### src/rtl/dmac_ctrl_pkg.sv
// Package: port index codes, command acceptance mask and decoded action type
// shared by the control unit and its submodules.
package dmac_ctrl_pkg;
    localparam int BYTE_W = 8;
    localparam int PORT_W = 4;

    localparam logic [PORT_W-1:0] PI_CMD   = 4'd8;
    localparam logic [PORT_W-1:0] PI_REQ   = 4'd9;
    localparam logic [PORT_W-1:0] PI_SMASK = 4'd10;
    localparam logic [PORT_W-1:0] PI_MODE  = 4'd11;
    localparam logic [PORT_W-1:0] PI_FFCLR = 4'd12;
    localparam logic [PORT_W-1:0] PI_MRST  = 4'd13;
    localparam logic [PORT_W-1:0] PI_MCLR  = 4'd14;
    localparam logic [PORT_W-1:0] PI_MALL  = 4'd15;

    // Only the controller-disable bit may be set in an accepted command
    localparam logic [BYTE_W-1:0] CMD_ALLOWED = 8'h04;
    // Bit of request / single-mask writes carrying the set/clear flag
    localparam int FLAG_BIT = 2;

    typedef struct packed {
        logic cmd_wr;
        logic req_wr;
        logic smask_wr;
        logic mode_wr;
        logic ffclr_wr;
        logic mrst_wr;
        logic mclr_wr;
        logic mall_wr;
        logic stat_rd;
        logic mask_rd;
        logic bad_port;
    } ctrl_op_t;
endpackage

### src/rtl/dmac_port_decode.sv
// Port decoder: turns a host read or write at a port index into one decoded
// action. Assumes wr_en and rd_en are not high together; indices below 8
// are owned elsewhere and flagged as bad.
module dmac_port_decode
    import dmac_ctrl_pkg::*;
(
    input  logic              wr_en,
    input  logic              rd_en,
    input  logic [PORT_W-1:0] port_idx,
    output ctrl_op_t          op
);
    logic hi_range;

    // Purpose: decode strobe and index into a single action.
    always_comb begin
        hi_range    = port_idx[PORT_W-1];
        op          = '0;
        op.bad_port = (wr_en | rd_en) & ~hi_range;
        if (wr_en && hi_range) begin
            case (port_idx)
                PI_CMD:   op.cmd_wr   = 1'b1;
                PI_REQ:   op.req_wr   = 1'b1;
                PI_SMASK: op.smask_wr = 1'b1;
                PI_MODE:  op.mode_wr  = 1'b1;
                PI_FFCLR: op.ffclr_wr = 1'b1;
                PI_MRST:  op.mrst_wr  = 1'b1;
                PI_MCLR:  op.mclr_wr  = 1'b1;
                default:  op.mall_wr  = 1'b1;
            endcase
        end
        if (rd_en && hi_range) begin
            op.stat_rd = (port_idx == PI_CMD);
            op.mask_rd = (port_idx == PI_MALL);
        end
    end
endmodule

### src/rtl/dmac_mode_bank.sv
// Mode bank: one mode byte per channel, written when the channel field of
// the write data matches. Assumes NUM_CH is 2 to 4; master reset keeps modes.
module dmac_mode_bank
    import dmac_ctrl_pkg::*;
#(
    parameter int NUM_CH = 4,
    localparam int CH_W  = $clog2(NUM_CH)
) (
    input  logic                     clk,
    input  logic                     rst_n,
    input  logic                     mode_wr,
    input  logic [BYTE_W-1:0]        wr_data,
    output logic [NUM_CH*BYTE_W-1:0] chan_mode
);
    for (genvar c = 0; c < NUM_CH; c++) begin : g_mode
        logic [BYTE_W-1:0] mode_q;

        // Purpose: hold channel c's mode byte.
        always_ff @(posedge clk) begin
            if (!rst_n)
                mode_q <= '0;
            else if (mode_wr && (wr_data[CH_W-1:0] == CH_W'(c)))
                mode_q <= wr_data;
        end

        assign chan_mode[c*BYTE_W +: BYTE_W] = mode_q;
    end
endmodule

### src/rtl/dmac_ctrl_regs.sv
// Control registers: command, mask and status plus the flip-flop clear and
// bad-port pulses. Status holds done bits in [NUM_CH-1:0] and request bits
// in [2*NUM_CH-1:NUM_CH]. Assumes NUM_CH is 2 to 4.
module dmac_ctrl_regs
    import dmac_ctrl_pkg::*;
#(
    parameter int NUM_CH = 4,
    localparam int CH_W  = $clog2(NUM_CH),
    localparam int STAT_W = 2 * NUM_CH
) (
    input  logic              clk,
    input  logic              rst_n,
    input  ctrl_op_t          op,
    input  logic [BYTE_W-1:0] wr_data,
    input  logic [NUM_CH-1:0] hold_req,
    input  logic [NUM_CH-1:0] release_req,
    input  logic [NUM_CH-1:0] term_cnt,
    output logic [BYTE_W-1:0] cmd_q,
    output logic [NUM_CH-1:0] mask_q,
    output logic [STAT_W-1:0] stat_q,
    output logic              ff_clear_q,
    output logic              port_err_q
);
    logic [BYTE_W-1:0] cmd_n;
    logic [NUM_CH-1:0] mask_n;
    logic [STAT_W-1:0] stat_n;
    logic [CH_W-1:0]   sel;
    logic [NUM_CH-1:0] done_n, req_n;

    assign sel = wr_data[CH_W-1:0];

    // Purpose: next command, accepting only values inside the allowed set.
    always_comb begin
        cmd_n = cmd_q;
        if (op.cmd_wr && ((wr_data & ~CMD_ALLOWED) == '0))
            cmd_n = wr_data;
        if (op.mrst_wr)
            cmd_n = '0;
    end

    // Purpose: next mask from single, whole, clear and reset actions.
    always_comb begin
        mask_n = mask_q;
        if (op.smask_wr)
            mask_n[sel] = wr_data[FLAG_BIT];
        if (op.mclr_wr)
            mask_n = '0;
        if (op.mall_wr)
            mask_n = wr_data[NUM_CH-1:0];
        if (op.mrst_wr)
            mask_n = '1;
    end

    // Purpose: next status; host action first, then done, hold, release.
    always_comb begin
        done_n = stat_q[NUM_CH-1:0];
        req_n  = stat_q[STAT_W-1:NUM_CH];
        if (op.stat_rd)
            done_n = '0;
        if (op.req_wr) begin
            req_n[sel]  = wr_data[FLAG_BIT];
            done_n[sel] = 1'b0;
        end
        if (op.mrst_wr) begin
            done_n = '0;
            req_n  = '0;
        end
        done_n = done_n | term_cnt;
        req_n  = (req_n | hold_req) & ~release_req;
        stat_n = {req_n, done_n};
    end

    // Purpose: register state and one-cycle pulses.
    always_ff @(posedge clk) begin
        if (!rst_n) begin
            cmd_q      <= '0;
            mask_q     <= '1;
            stat_q     <= '0;
            ff_clear_q <= 1'b0;
            port_err_q <= 1'b0;
        end else begin
            cmd_q      <= cmd_n;
            mask_q     <= mask_n;
            stat_q     <= stat_n;
            ff_clear_q <= op.ffclr_wr | op.mrst_wr;
            port_err_q <= op.bad_port;
        end
    end
endmodule

### src/rtl/dmac_ctrl_unit.sv
// Top: DMA controller command/mask/status unit. Decodes host accesses to
// ports 8..15, keeps controller registers and per-channel modes, and forms
// the run-enable vector. Assumes NUM_CH of 2 to 4 and exclusive rd/wr strobes.
module dmac_ctrl_unit
    import dmac_ctrl_pkg::*;
#(
    parameter int NUM_CH = 4
) (
    input  logic                     clk,
    input  logic                     rst_n,
    input  logic                     wr_en,
    input  logic                     rd_en,
    input  logic [PORT_W-1:0]        port_idx,
    input  logic [BYTE_W-1:0]        wr_data,
    input  logic [NUM_CH-1:0]        hold_req,
    input  logic [NUM_CH-1:0]        release_req,
    input  logic [NUM_CH-1:0]        term_cnt,
    output logic [BYTE_W-1:0]        rd_data,
    output logic [BYTE_W-1:0]        ctrl_cmd,
    output logic [NUM_CH*BYTE_W-1:0] chan_mode,
    output logic [NUM_CH-1:0]        run_en,
    output logic                     ff_clear,
    output logic                     port_err
);
    localparam int STAT_W = 2 * NUM_CH;

    ctrl_op_t          op;
    logic [NUM_CH-1:0] mask_q;
    logic [STAT_W-1:0] stat_q;

    dmac_port_decode u_dec (
        .wr_en    (wr_en),
        .rd_en    (rd_en),
        .port_idx (port_idx),
        .op       (op)
    );

    dmac_ctrl_regs #(.NUM_CH(NUM_CH)) u_regs (
        .clk         (clk),
        .rst_n       (rst_n),
        .op          (op),
        .wr_data     (wr_data),
        .hold_req    (hold_req),
        .release_req (release_req),
        .term_cnt    (term_cnt),
        .cmd_q       (ctrl_cmd),
        .mask_q      (mask_q),
        .stat_q      (stat_q),
        .ff_clear_q  (ff_clear),
        .port_err_q  (port_err)
    );

    dmac_mode_bank #(.NUM_CH(NUM_CH)) u_modes (
        .clk       (clk),
        .rst_n     (rst_n),
        .mode_wr   (op.mode_wr),
        .wr_data   (wr_data),
        .chan_mode (chan_mode)
    );

    // Purpose: read data multiplexer, zero for unmapped reads.
    always_comb begin
        rd_data = '0;
        if (op.stat_rd)
            rd_data = BYTE_W'(stat_q);
        else if (op.mask_rd)
            rd_data = BYTE_W'(mask_q);
    end

    for (genvar c = 0; c < NUM_CH; c++) begin : g_run
        assign run_en[c] = ~mask_q[c] & stat_q[NUM_CH + c];
    end
endmodule

### config.mk
export PLATFORM = sky130hd
export DESIGN_NAME = dmac_ctrl_unit
export DESIGN_NICKNAME = d
export VERILOG_FILES = /design/src/rtl/dmac_ctrl_pkg.sv /design/src/rtl/dmac_port_decode.sv /design/src/rtl/dmac_mode_bank.sv /design/src/rtl/dmac_ctrl_regs.sv /design/src/rtl/dmac_ctrl_unit.sv
export SDC_FILE = /design/constraint.sdc
export NUM_CORES = 1
export LEC_CHECK = 0
export ABC_AREA = 0
export BUFFER_PORTS_ARGS = -buffer_cell sky130_fd_sc_hd__buf_2
export CORE_MARGIN = 2
export CORE_UTILIZATION = 44
export DETAILED_ROUTE_END_ITERATION = 8
export PLACE_DENSITY_LB_ADDON = 0.25
export SETUP_SLACK_MARGIN = 0.5
export SYNTH_ARGS = -nofsm -noshare
export SYNTH_HDL_FRONTEND = slang
export SYNTH_HIERARCHICAL = 1
export SYNTH_SLANG_ARGS = --single-unit
### constraint.sdc
create_clock -name clk -period 1.75 [get_ports clk]
set_input_delay 0.525 -clock clk [delete_from_list [all_inputs] [get_ports clk]]
set_output_delay 0.525 -clock clk [all_outputs]
set_load 0.03 [all_outputs]
==> results of run 1 <==
==> final timing paths <==
| kind | startpoint | endpoint | slack [ns] | cells past startpoint |
|---|---|---|---|---|
| worst min-delay path | release_req[1] | u_regs/stat_q[5] | 0.37 | 2 |
| worst max register to register | u_regs/stat_q[6] | u_regs/stat_q[6] | 0.84 | 3 |
| worst max-delay path | port_idx[0] | rd_data[4] | -0.35 | 5 |
| worst min register to register | u_modes/g_mode[0].mode_q[5] | u_modes/g_mode[0].mode_q[5] | 0.48 | 2 |
==> per-layer routing <==
metal | vias up | wire (µm) | global-route usage [%]
met3 | 13 | 403 | 5.21
met2 | 66 | 3700 | 37.6
li1 | 1088 | - | -
met4 | 0 | 158 | 7.09
met5 | - | 0 | 0
met1 | 1088 | 3180 | 29.2
==> repair_timing <==
action | in CTS | in global routing
buffers inserted | 9 | 17
resized for setup | 214 | 29
pin swaps | 14 | 21
endpoints found under the setup margin | 107 | 106
hold buffers | 0 | 0
==> cell families after synthesis <==
family / after synthesis
mux: 29
buf+inv: 19
flops: 54
simple gates: 110
compound gates: 27
==> area by class of cell <==
class	count	area, µm²
well taps	70	87.6
flip-flops and latches	54	1140
repair buffers	138	1320
fillers	270	935
clock buffers	5	68.8
inverters	8	30.0
clock inverters	3	48.8
multi-input cells	166	1440
==> synth_stat cells, types with 4 or more instances <==
cell type,instances,area share (%)
a31oi_1,4,1.1
inv_1,7,1.1
mux2i_1,29,13
nand2_1,38,6.2
and2_2,4,1.3
nand3b_1,5,1.6
nor2_1,18,2.9
and3_1,5,1.4
dfxtp_1,54,47
nor2b_1,8,2.2
and2_1,8,2.2
a21oi_1,4,0.87
nand3_1,6,1.3
buf_2,5,1.1
==> through the flow <==
stage | hold slack [ns] | setup TNS (ns)
after CTS | 0.369 | -1.98
after global placement | 0.434 | -8.62
after global routing | 0.370 | -3.03
final | 0.373 | -2.73
after floorplan | 0.470 | -0.226
after detailed placement | 0.440 | -8.82
==> worst register-to-register path, delay by kind of cell, from the launching register on <==
family	cells	cell delay (ns)
buffers and inverters	1	0.11
flip-flops	1	0.36
multiplexers	1	0.06
AO/OA/AOI/OAI	1	0.29
==> report_power, final <==
part           internal [mW]  switching, mW  leakage, nW
logic                  0.158          0.171         1.42
registers               1.25         0.0210        0.459
clock network          0.437          0.439       0.0563
total                   1.84          0.631         1.94
==> flip-flops by register name, summed over array words and instances, names as in the netlist <==
| register | flops |
|---|---|
| u_regs/mask_q | 4 |
| u_regs/cmd_q | 8 |
| u_modes/g_mode.mode_q | 32 |
| u_regs/stat_q | 8 |
| u_regs/ff_clear_q | 1 |
| u_regs/port_err_q | 1 |
==> impl_metrics.py, run 1 <==
metrics = {
    "run_status": {
        "status": "finished, violations left",
        "violations": "setup timing",
    },
    "detailed_routing": {
        "wl_per_cell_um": 16.8,
        "wl_mm": 7.45,
        "vias": 2255,
        "drtIter0Drc": 86,
        "vias_per_cell": 5.08,
        "postRouteAntennaNets": 0,
        "drc": 0,
        "drt_pre_antenna_iters": 4,
    },
    "grt": {
        "grt_pass1_vias": 2185,
        "grt_usage_pct": 22.6,
        "grt_max_degree": 38,
        "antenna_found_initial": 0,
        "grt_pass1_wl_mm": 10.6,
        "grt_overflow": 0,
    },
    "sta": {
        "period_share_pct": 120,
        "tightest_slew_ns": 0.481,
        "fin_crit_ns": 2.10,
        "finalWorstSetupSlack_ns": -0.352,
        "relSlewSlack_pct": 67.7,
        "hold_violations": 0,
        "finalMaxSlewViolations": 0,
        "timing.fmax_mhz": 476,
        "fin_skew_ns": 0,
        "setup_violations": 8,
        "rsz0062_at_grt": "yes",
    },
    "floorplan": {
        "core_um2": 5070,
        "start_util_pct": 45.1,
        "num_io_pins": 82,
        "rows": 26,
        "die_h_um": 76.2,
        "die_area_um2": 5800,
        "die_w_um": 76.2,
    },
    "synth": {
        "synth_compound_area_share_pct": 9.39,
        "synth_nets": 267,
        "synth-simple-area-share_pct": 26.2,
        "syn_inst": 239,
        "ys.warnings.count": 6,
        "yosysSeqAreaShare_pct": 47.2,
        "synthAdderAreaFrac_pct": 0,
        "syn_area_um2": 2290,
        "synthMuxAreaShare_pct": 12.7,
        "synth_ff_type": "dfxtp_1",
        "yosys_register_bits": 54,
        "synth_top_family_by_area": "simple AND/OR/NAND/NOR gates",
        "synth_edf_count": 0,
        "synth_cell_types": 42,
        "synthXorXnorAreaFrac_pct": 0,
        "avgSynthCellArea_um2": 9.59,
        "async_flop_share_pct": 0,
    },
    "worst_setup_path": {
        "worst-setup-path-type": "in2out",
        "cp_data_required_time_ns": 1.22,
        "cp_max_fo": 5,
        "max_stage_delay_ns": 0.44,
        "start_kind": "primary input",
        "endpoint_kind": "output port",
        "slowest_stage": "nor4_4",
        "worstPathCellList": "buf_8, nor4_4, buf_4, and2_4, buf_6",
        "cp_top_family": "simple AND/OR/NAND/NOR gates",
        "worst-path-buf-inv": 3,
        "arrival_ns": 1.58,
    },
    "placed_design": {
        "io_buffers": 81,
        "hpwlAfterDp_mm": 4.22,
        "placed_cell_area_um2": 3060,
        "gp_congestion": 0.858,
        "dp.cells": 410,
        "dp_slack_ns": -0.337,
    },
    "layout": {
        "layout_commonest_cell": "buf_6",
        "layout.cells.non_filler": 444,
        "layout.nets": 401,
        "num_antenna_cells": 0,
        "drive_gt1_share_pct": 68.7,
        "syn_to_final_growth_pct": 80.7,
        "final_core_util_pct": 81.6,
        "final_area_um2": 4140,
        "mostFrequentLayoutCells": "buf_6 (76), dfxtp_2 (50), nand2_1 (35), buf_4 (33), mux2i_1 (27)",
    },
    "worst_hold_path": {
        "worstHoldPathType": "in2reg",
    },
    "power_and_ir_drop": {
        "powerDensity_nw_per_um2": 598,
        "max-vdd-ir-drop_v": 0.000514,
        "power_mw": 2.47,
        "leakagePower_nw": 1.94,
    },
    "clocking": {
        "clock-sinks": 54,
        "ctsRootBufferMaster": "clkbuf_8",
        "clock_path_buffers": 2,
        "worstSkewPairLatency_ns": 0.30,
        "cts.clk_slew.worst_paths_ns": 0.10,
        "cts_made_buffers": 5,
        "htree_levels": 2,
        "cts_tree": "built",
    },
    "flow_run": {
        "maxCapViolCount": 0,
    },
}
No activity file was read; power rests on OpenSTA's default activity.
==> run 2, diff against run 1 <==
--- a/config.mk
+++ b/config.mk
@@ -9,6 +9,7 @@
 export BUFFER_PORTS_ARGS = -buffer_cell sky130_fd_sc_hd__buf_2
 export CORE_MARGIN = 2
 export CORE_UTILIZATION = 44
+export CTS_BUF_LIST = sky130_fd_sc_hd__clkbuf_16
 export DETAILED_ROUTE_END_ITERATION = 8
 export PLACE_DENSITY_LB_ADDON = 0.25
 export SETUP_SLACK_MARGIN = 0.5
==> constraint.sdc (replaced) <==
create_clock -name clk -period 1.75 [get_ports clk]
set_input_delay 0.0875 -clock clk [delete_from_list [all_inputs] [get_ports clk]]
set_output_delay 0.0875 -clock clk [all_outputs]
set_load 0.03 [all_outputs]
==> run 2 against run 1 <==
The flow now finishes without violations. Sequential power is essentially flat. First-iteration DRC count grew 27%. Highest routed layer unchanged. Worst hold slack lost 0.37 ns. Largest power group unchanged. Critical endpoint is now rd_data[6].
==> impl_metrics.py, run 2 (synthesis gave the netlist of run 1 again) <==
metrics = {
    "worst_setup_path": {
        "worstPathCellList": "buf_8, nand2_4, nor4_4, clkdlybuf4s15_2, and2_2, buf_2",
        "endpoint_kind": "output port",
        "cp_data_required_time_ns": 1.66,
        "rr_worst_depth": 3,
        "r2r_start": "u_regs/mask_q[1]",
        "worst-path-buf-inv": 3,
        "ff2ff_setup_slack_ns": 0.80,
        "worst-setup-path-type": "in2out",
        "cp_top_family": "buffers and inverters",
        "cp_max_fo": 5,
        "worst-path-stages": 6,
        "arrival_ns": 1.13,
        "max_stage_delay_ns": 0.29,
        "slowest_stage": "clkdlybuf4s15_2",
        "crit_end": "rd_data[6]",
        "cp-startpoint": "rd_en",
        "worstReg2RegEnd": "u_regs/mask_q[1]",
        "start_kind": "primary input",
    },
    "detailed_routing": {
        "vias_per_cell": 4.90,
        "vias": 1961,
        "wl_per_cell_um": 13.7,
        "drc": 0,
        "drt_pre_antenna_iters": 4,
        "drtIter0Drc": 109,
        "postRouteAntennaNets": 0,
        "wl_mm": 5.48,
    },
    "grt": {
        "use_met3_pct": 4.62,
        "busiest_layer": "met2",
        "use_met2_pct": 29.1,
        "met1_usage_pct": 24.8,
        "antenna_found_initial": 0,
        "grt_overflow": 0,
        "grt_usage_pct": 18.6,
        "grt_pass1_vias": 1793,
        "grt_max_degree": 41,
        "grt_pass1_wl_mm": 8.75,
    },
    "layout": {
        "largest-register": "u_modes/g_mode.mode_q",
        "layout_commonest_cell": "buf_2",
        "n_fill_cell": 491,
        "multi_input_area_um2": 1150,
        "layout.nets": 357,
        "drive_gt1_share_pct": 37.0,
        "num_antenna_cells": 0,
        "largest_reg_flops": 32,
        "seq_area_um2": 1080,
        "syn_to_final_growth_pct": 32.8,
        "reg_top3": "u_modes/g_mode.mode_q: 32 flops, u_regs/cmd_q: 8 flops, u_regs/stat_q: 8 flops",
        "mostFrequentLayoutCells": "buf_2 (77), dfxtp_1 (54), nand2_1 (37), mux2i_1 (29), nor2_1 (14)",
    },
    "placed_design": {
        "gp_congestion": 0.834,
        "hpwlAfterDp_mm": 3.83,
        "io_buffers": 81,
    },
    "floorplan": {
        "die_w_um": 76.2,
        "die_area_um2": 5800,
        "rows": 26,
        "die_h_um": 76.2,
        "core_um2": 5070,
        "start_util_pct": 45.1,
        "num_io_pins": 82,
    },
    "clocking": {
        "ctsRootBufferMaster": "clkbuf_16",
        "htree_levels": 2,
        "clock-sinks": 54,
        "cts.clk_slew.worst_paths_ns": 0.07,
        "cts_tree": "built",
        "cts_made_buffers": 5,
        "clock_path_buffers": 2,
        "worstSkewPairLatency_ns": 0.28,
    },
    "power_and_ir_drop": {
        "max-vdd-ir-drop_v": 0.000520,
        "leakagePower_nw": 1.57,
        "powerDensity_nw_per_um2": 800,
        "power_mw": 2.43,
    },
    "sta": {
        "period_share_pct": 69.6,
        "relSlewSlack_pct": 67.0,
        "finalMaxSlewViolations": 0,
        "timing.fmax_mhz": 821,
        "fin_crit_ns": 1.22,
        "tns_ns": 0,
        "rsz0062_at_grt": "yes",
        "setup_violations": 0,
        "hold_violations": 0,
        "tightest_slew_ns": 0.490,
        "fin_skew_ns": 0,
    },
    "run_status": {
        "status": "completed",
    },
    "worst_hold_path": {
        "worstHoldPathType": "in2reg",
    },
    "flow_run": {
        "maxCapViolCount": 0,
    },
}
[run 2: timing repair]
| item | CTS | global route |
|---|---|---|
| hold buffers | 3 | 0 |
| setup buffers | 0 | 3 |
| hold endpoints to repair | 3 | 0 |
| resized for setup | 1 | 19 |
| pin swaps | 0 | 2 |
| setup endpoints to repair | 1 | 34 |
| cloned | 0 | 1 |
[run 2: final cells by class]
type,instances,area share [%]
Multi-Input combinational cell,166,37.9
Clock buffer,5,4.11
Inverter,8,0.987
Clock inverter,3,0.576
Sequential cell,54,35.5
Timing Repair Buffer,94,18.0
Tap cell,70,2.88
[run 2: stage by stage]
| step | setup WS, ns | cell area, µm² | utilization, % | hold slack, ns | cells |
|---|---|---|---|---|---|
| final | 0.532 | 3040 | 59.9 | 0.00543 | 400 |
| after global routing | 0.488 | 3040 | 59.9 | 0.0198 | 400 |
| after CTS | 0.499 | 2930 | 57.8 | 0.000396 | 396 |
| after detailed placement | 0.160 | 2760 | 54.4 | 0.272 | 385 |
| after global placement | 0.194 | 2760 | 54.4 | 0.265 | 385 |
| after floorplan | 0.476 | 2300 | - | 0.163 | 239 |
[run 2: worst min-delay path, stage by stage]
cell	delay (ns)
buf_2	0.07
a31oi_1	0.03
nor2_1	0.07
[run 2: routing by layer]
| layer | vias up | share of wire (%) |
|---|---|---|
| met5 | - | 0 |
| met4 | 0 | 0.93 |
| met3 | 5 | 7.3 |
| met2 | 60 | 45 |
| met1 | 899 | 47 |
| li1 | 997 | - |
[run 2: worst min path at each step]
stage,from,to,slack [ns],cells past startpoint
floorplan,release_req[1],u_regs/stat_q[5],0.16,1
global placement,release_req[1],u_regs/stat_q[5],0.27,2
detailed placement,release_req[1],u_regs/stat_q[5],0.27,2
CTS,term_cnt[1],u_regs/stat_q[1],0.0004,3
global route,term_cnt[1],u_regs/stat_q[1],0.02,3
finish,term_cnt[1],u_regs/stat_q[1],0.005,3
[run 2: where the power goes]
| part | leakage [nW] | internal [mW] | switching (mW) |
|---|---|---|---|
| clock | 0.0750 | 0.526 | 0.440 |
| combinational | 1.05 | 0.0855 | 0.125 |
| sequential | 0.438 | 1.25 | 0.0112 |
==> run 3, diff against run 2 <==
--- a/config.mk
+++ b/config.mk
@@ -5,10 +5,10 @@
 export SDC_FILE = /design/constraint.sdc
 export NUM_CORES = 1
 export LEC_CHECK = 0
-export ABC_AREA = 0
+export ABC_AREA = 1
 export BUFFER_PORTS_ARGS = -buffer_cell sky130_fd_sc_hd__buf_2
 export CORE_MARGIN = 2
-export CORE_UTILIZATION = 44
+export CORE_UTILIZATION = 45
 export CTS_BUF_LIST = sky130_fd_sc_hd__clkbuf_16
 export DETAILED_ROUTE_END_ITERATION = 8
 export PLACE_DENSITY_LB_ADDON = 0.25
==> constraint.sdc (replaced) <==
create_clock -name clk -period 1 [get_ports clk]
set_input_delay 0.05 -clock clk [delete_from_list [all_inputs] [get_ports clk]]
set_output_delay 0.05 -clock clk [all_outputs]
set_load 0.03 [all_outputs]
==> run 3 against run 2 <==
The flow now finishes with violations (hold timing, setup timing). Non-clock buffer count up 33. Global-route usage up 8.9 points. Critical path depth up 3. Combinational power rose to 3.6 times the previous value. Largest power group unchanged. Highest routed layer unchanged.
==> impl_metrics.py, run 3 <==
metrics = {
    "grt": {
        "grt_pass1_vias": 2805,
        "grt_max_degree": 25,
        "grt_pass1_wl_mm": 13.3,
        "grt_overflow": 0,
        "antenna_found_initial": 0,
        "grt_usage_pct": 27.4,
    },
    "sta": {
        "setup_violations": 8,
        "finalMaxSlewViolations": 0,
        "tightest_slew_ns": 0.438,
        "fin_crit_ns": 1.03,
        "finalWorstSetupSlack_ns": -0.0318,
        "timing.fmax_mhz": 969,
        "relSlewSlack_pct": 70.8,
        "hold_violations": 4,
        "fin_skew_ns": 0,
        "rsz0062_at_grt": "yes",
        "period_share_pct": 103,
        "whs_ns": -0.0206,
    },
    "power_and_ir_drop": {
        "power_mw": 5.01,
        "swShare_pct": 26.8,
        "leakagePower_nw": 2.18,
        "power.switching_mw": 1.34,
        "max-vdd-ir-drop_v": 0.000815,
        "power.internal_mw": 3.66,
        "clockPowerShare_pct": 40.3,
        "combPwrFrac_pct": 15.2,
        "power_frac_seq_pct": 44.5,
        "powerDensity_nw_per_um2": 1050,
    },
    "layout": {
        "num_antenna_cells": 0,
        "n_fill_cell": 250,
        "final_core_util_pct": 88.0,
        "reg_top3": "u_modes/g_mode.mode_q: 32 flops, u_regs/cmd_q: 8 flops, u_regs/stat_q: 8 flops",
        "layout_commonest_cell": "buf_6",
        "largest-register": "u_modes/g_mode.mode_q",
        "drive_gt1_share_pct": 66.8,
        "mostFrequentLayoutCells": "buf_6 (66), nor2_1 (52), nand2_1 (51), dfxtp_2 (46), inv_1 (44)",
        "layout.nets": 533,
        "syn_to_final_growth_pct": 91.3,
        "largest_reg_flops": 32,
    },
    "worst_setup_path": {
        "worstReg2RegEnd": "u_regs/stat_q[5]",
        "cp_data_required_time_ns": 0.95,
        "crit_end": "rd_data[4]",
        "start_kind": "primary input",
        "cp_max_fo": 4,
        "worst-setup-path-type": "in2out",
        "endpoint_kind": "output port",
        "ff2ff_setup_slack_ns": 0.14,
        "r2r_start": "u_regs/stat_q[5]",
        "rr_worst_depth": 5,
        "arrival_ns": 0.98,
        "cp-startpoint": "port_idx[0]",
    },
    "synth": {
        "ys.warnings.count": 6,
        "syn_inst": 381,
        "synth_edf_count": 0,
        "yosysTopAreaCell": "dfxtp_1",
        "synth_cell_types": 19,
        "avgSynthCellArea_um2": 6.57,
        "yosysMostFrequentCell": "nand2_1",
        "syn_area_um2": 2500,
        "synth.area.top_cells": "dfxtp_1 (43%), nand2_1 (14%), nor2_1 (12%), inv_1 (8.9%), nand3_1 (7.2%)",
        "netlist_top_cells_count": "nand2_1 (96), nor2_1 (81), inv_1 (59)",
        "synth_top_cell_area_share_pct": 43.2,
        "synth_ff_type": "dfxtp_1",
        "yosysSeqAreaShare_pct": 43.2,
        "yosys_register_bits": 54,
        "synth_nets": 409,
        "async_flop_share_pct": 0,
    },
    "detailed_routing": {
        "wl_mm": 10.5,
        "vias": 3182,
        "drc": 0,
        "drt_pre_antenna_iters": 5,
        "postRouteAntennaNets": 0,
        "drtIter0Drc": 331,
        "vias_per_cell": 5.51,
        "wl_per_cell_um": 18.2,
    },
    "clocking": {
        "cts_made_buffers": 5,
        "clock_path_buffers": 2,
        "cts_tree": "built",
        "htree_levels": 2,
        "cts.clk_slew.worst_paths_ns": 0.07,
        "clock-sinks": 54,
        "ctsRootBufferMaster": "clkbuf_16",
        "worstSkewPairLatency_ns": 0.29,
    },
    "floorplan": {
        "start_util_pct": 46.0,
        "die_h_um": 78.6,
        "die_area_um2": 6170,
        "rows": 27,
        "die_w_um": 78.6,
        "core_um2": 5440,
        "num_io_pins": 82,
    },
    "run_status": {
        "status": "finished, violations left",
        "violations": "hold timing, setup timing",
    },
    "worst_hold_path": {
        "worstHoldPathType": "in2reg",
    },
    "placed_design": {
        "io_buffers": 81,
        "dp_slack_ns": -0.171,
        "gp_congestion": 0.812,
        "hpwlAfterDp_mm": 4.66,
    },
    "flow_run": {
        "maxCapViolCount": 0,
    },
}
[run 3: changes by cell type after synthesis, sizes merged, moves of 4 or more]
| cell | delta |
|---|---|
| nor2 | +71 |
| nand2 | +58 |
| inv | +56 |
| nand3 | +33 |
| mux2i | -29 |
| and2 | -12 |
| a21oi | +10 |
| nor2b | -10 |
| nand3b | -7 |
| and3 | -5 |
| or2 | +4 |
[run 3: how the worst min path moves through the flow]
stage                              to         from  depth (start not counted)  slack, ns
global placement     u_regs/stat_q[3]  term_cnt[3]                          3       0.26
finish               u_regs/stat_q[4]  hold_req[0]                          3      -0.02
floorplan           u_regs/port_err_q        rst_n                          2       0.14
CTS                  u_regs/stat_q[1]  term_cnt[1]                          3      -0.04
detailed placement   u_regs/stat_q[1]  term_cnt[1]                          3       0.27
global route         u_regs/stat_q[0]  term_cnt[0]                          3      -0.02
[run 3: power groups by stage]
stage / clock network, mW / registers [mW] / logic, mW
final: 2.02 / 2.23 / 0.762
after global routing: 2.11 / 2.23 / 0.796
after CTS: 2.01 / 2.22 / 0.622
after detailed placement: 0 / 2.27 / 0.468
after global placement: 0 / 2.27 / 0.462
after floorplan: 0 / 2.29 / 0.245
[run 3: metal layers]
| metal | GRT usage (%) | part of all wire, % | up-vias |
|---|---|---|---|
| met5 | 0 | 0 | - |
| met4 | 12.3 | 5.1 | 0 |
| met3 | 5.52 | 7.6 | 61 |
| met2 | 47.4 | 52 | 227 |
| met1 | 32.7 | 35 | 1493 |
| li1 | - | - | 1401 |
[run 3: stage by stage]
step / area, µm² / hold WS [ns] / TNS [ns] / instances
CTS: 4420 / -0.0372 / -0.0588 / 566
detailed placement: 3380 / 0.266 / -5.70 / 542
global route: 4790 / -0.0163 / -0.540 / 578
floorplan: 2810 / 0.143 / 0 / 381
global placement: 3380 / 0.264 / -4.63 / 542
finish: 4790 / -0.0206 / -0.189 / 578
[run 3: cell families (layout without fill, tap and decap cells)]
kind of cell | count (synthesis) | count (layout) | synth area share [%]
buffers and inverters | 77 | 199 | 13.5
DFF | 54 | 54 | 43.2
AOI/OAI and AO/OA | 19 | 19 | 4.00
and+or+nand+nor | 231 | 234 | 39.2
[run 3: cell type report]
class	instances	area, µm²	share of cell area (%)
clock buffer	5	125	2.61
clock inverter	3	42.5	0.888
inverter	64	285	5.96
multi-input combinational	253	1790	37.4
sequential	54	1160	24.2
tap	72	90.1	1.88
timing repair buffer	127	1290	27.0
[run 3: what timing repair did]
action	CTS	global route
pin swaps	50	30
cloned	6	0
setup buffers	10	12
endpoints found under the setup margin	107	107
resized for setup	210	74
endpoints found under the hold margin	8	4
[run 3: worst max-delay path: stages]
cell and delay, ns:
buf_8 0.10, nor2_4 0.11, nand2_2 0.07, nor2_4 0.16, buf_12 0.14, buf_16 0.13
nand2_4 0.06, inv_6 0.04, buf_6 0.11
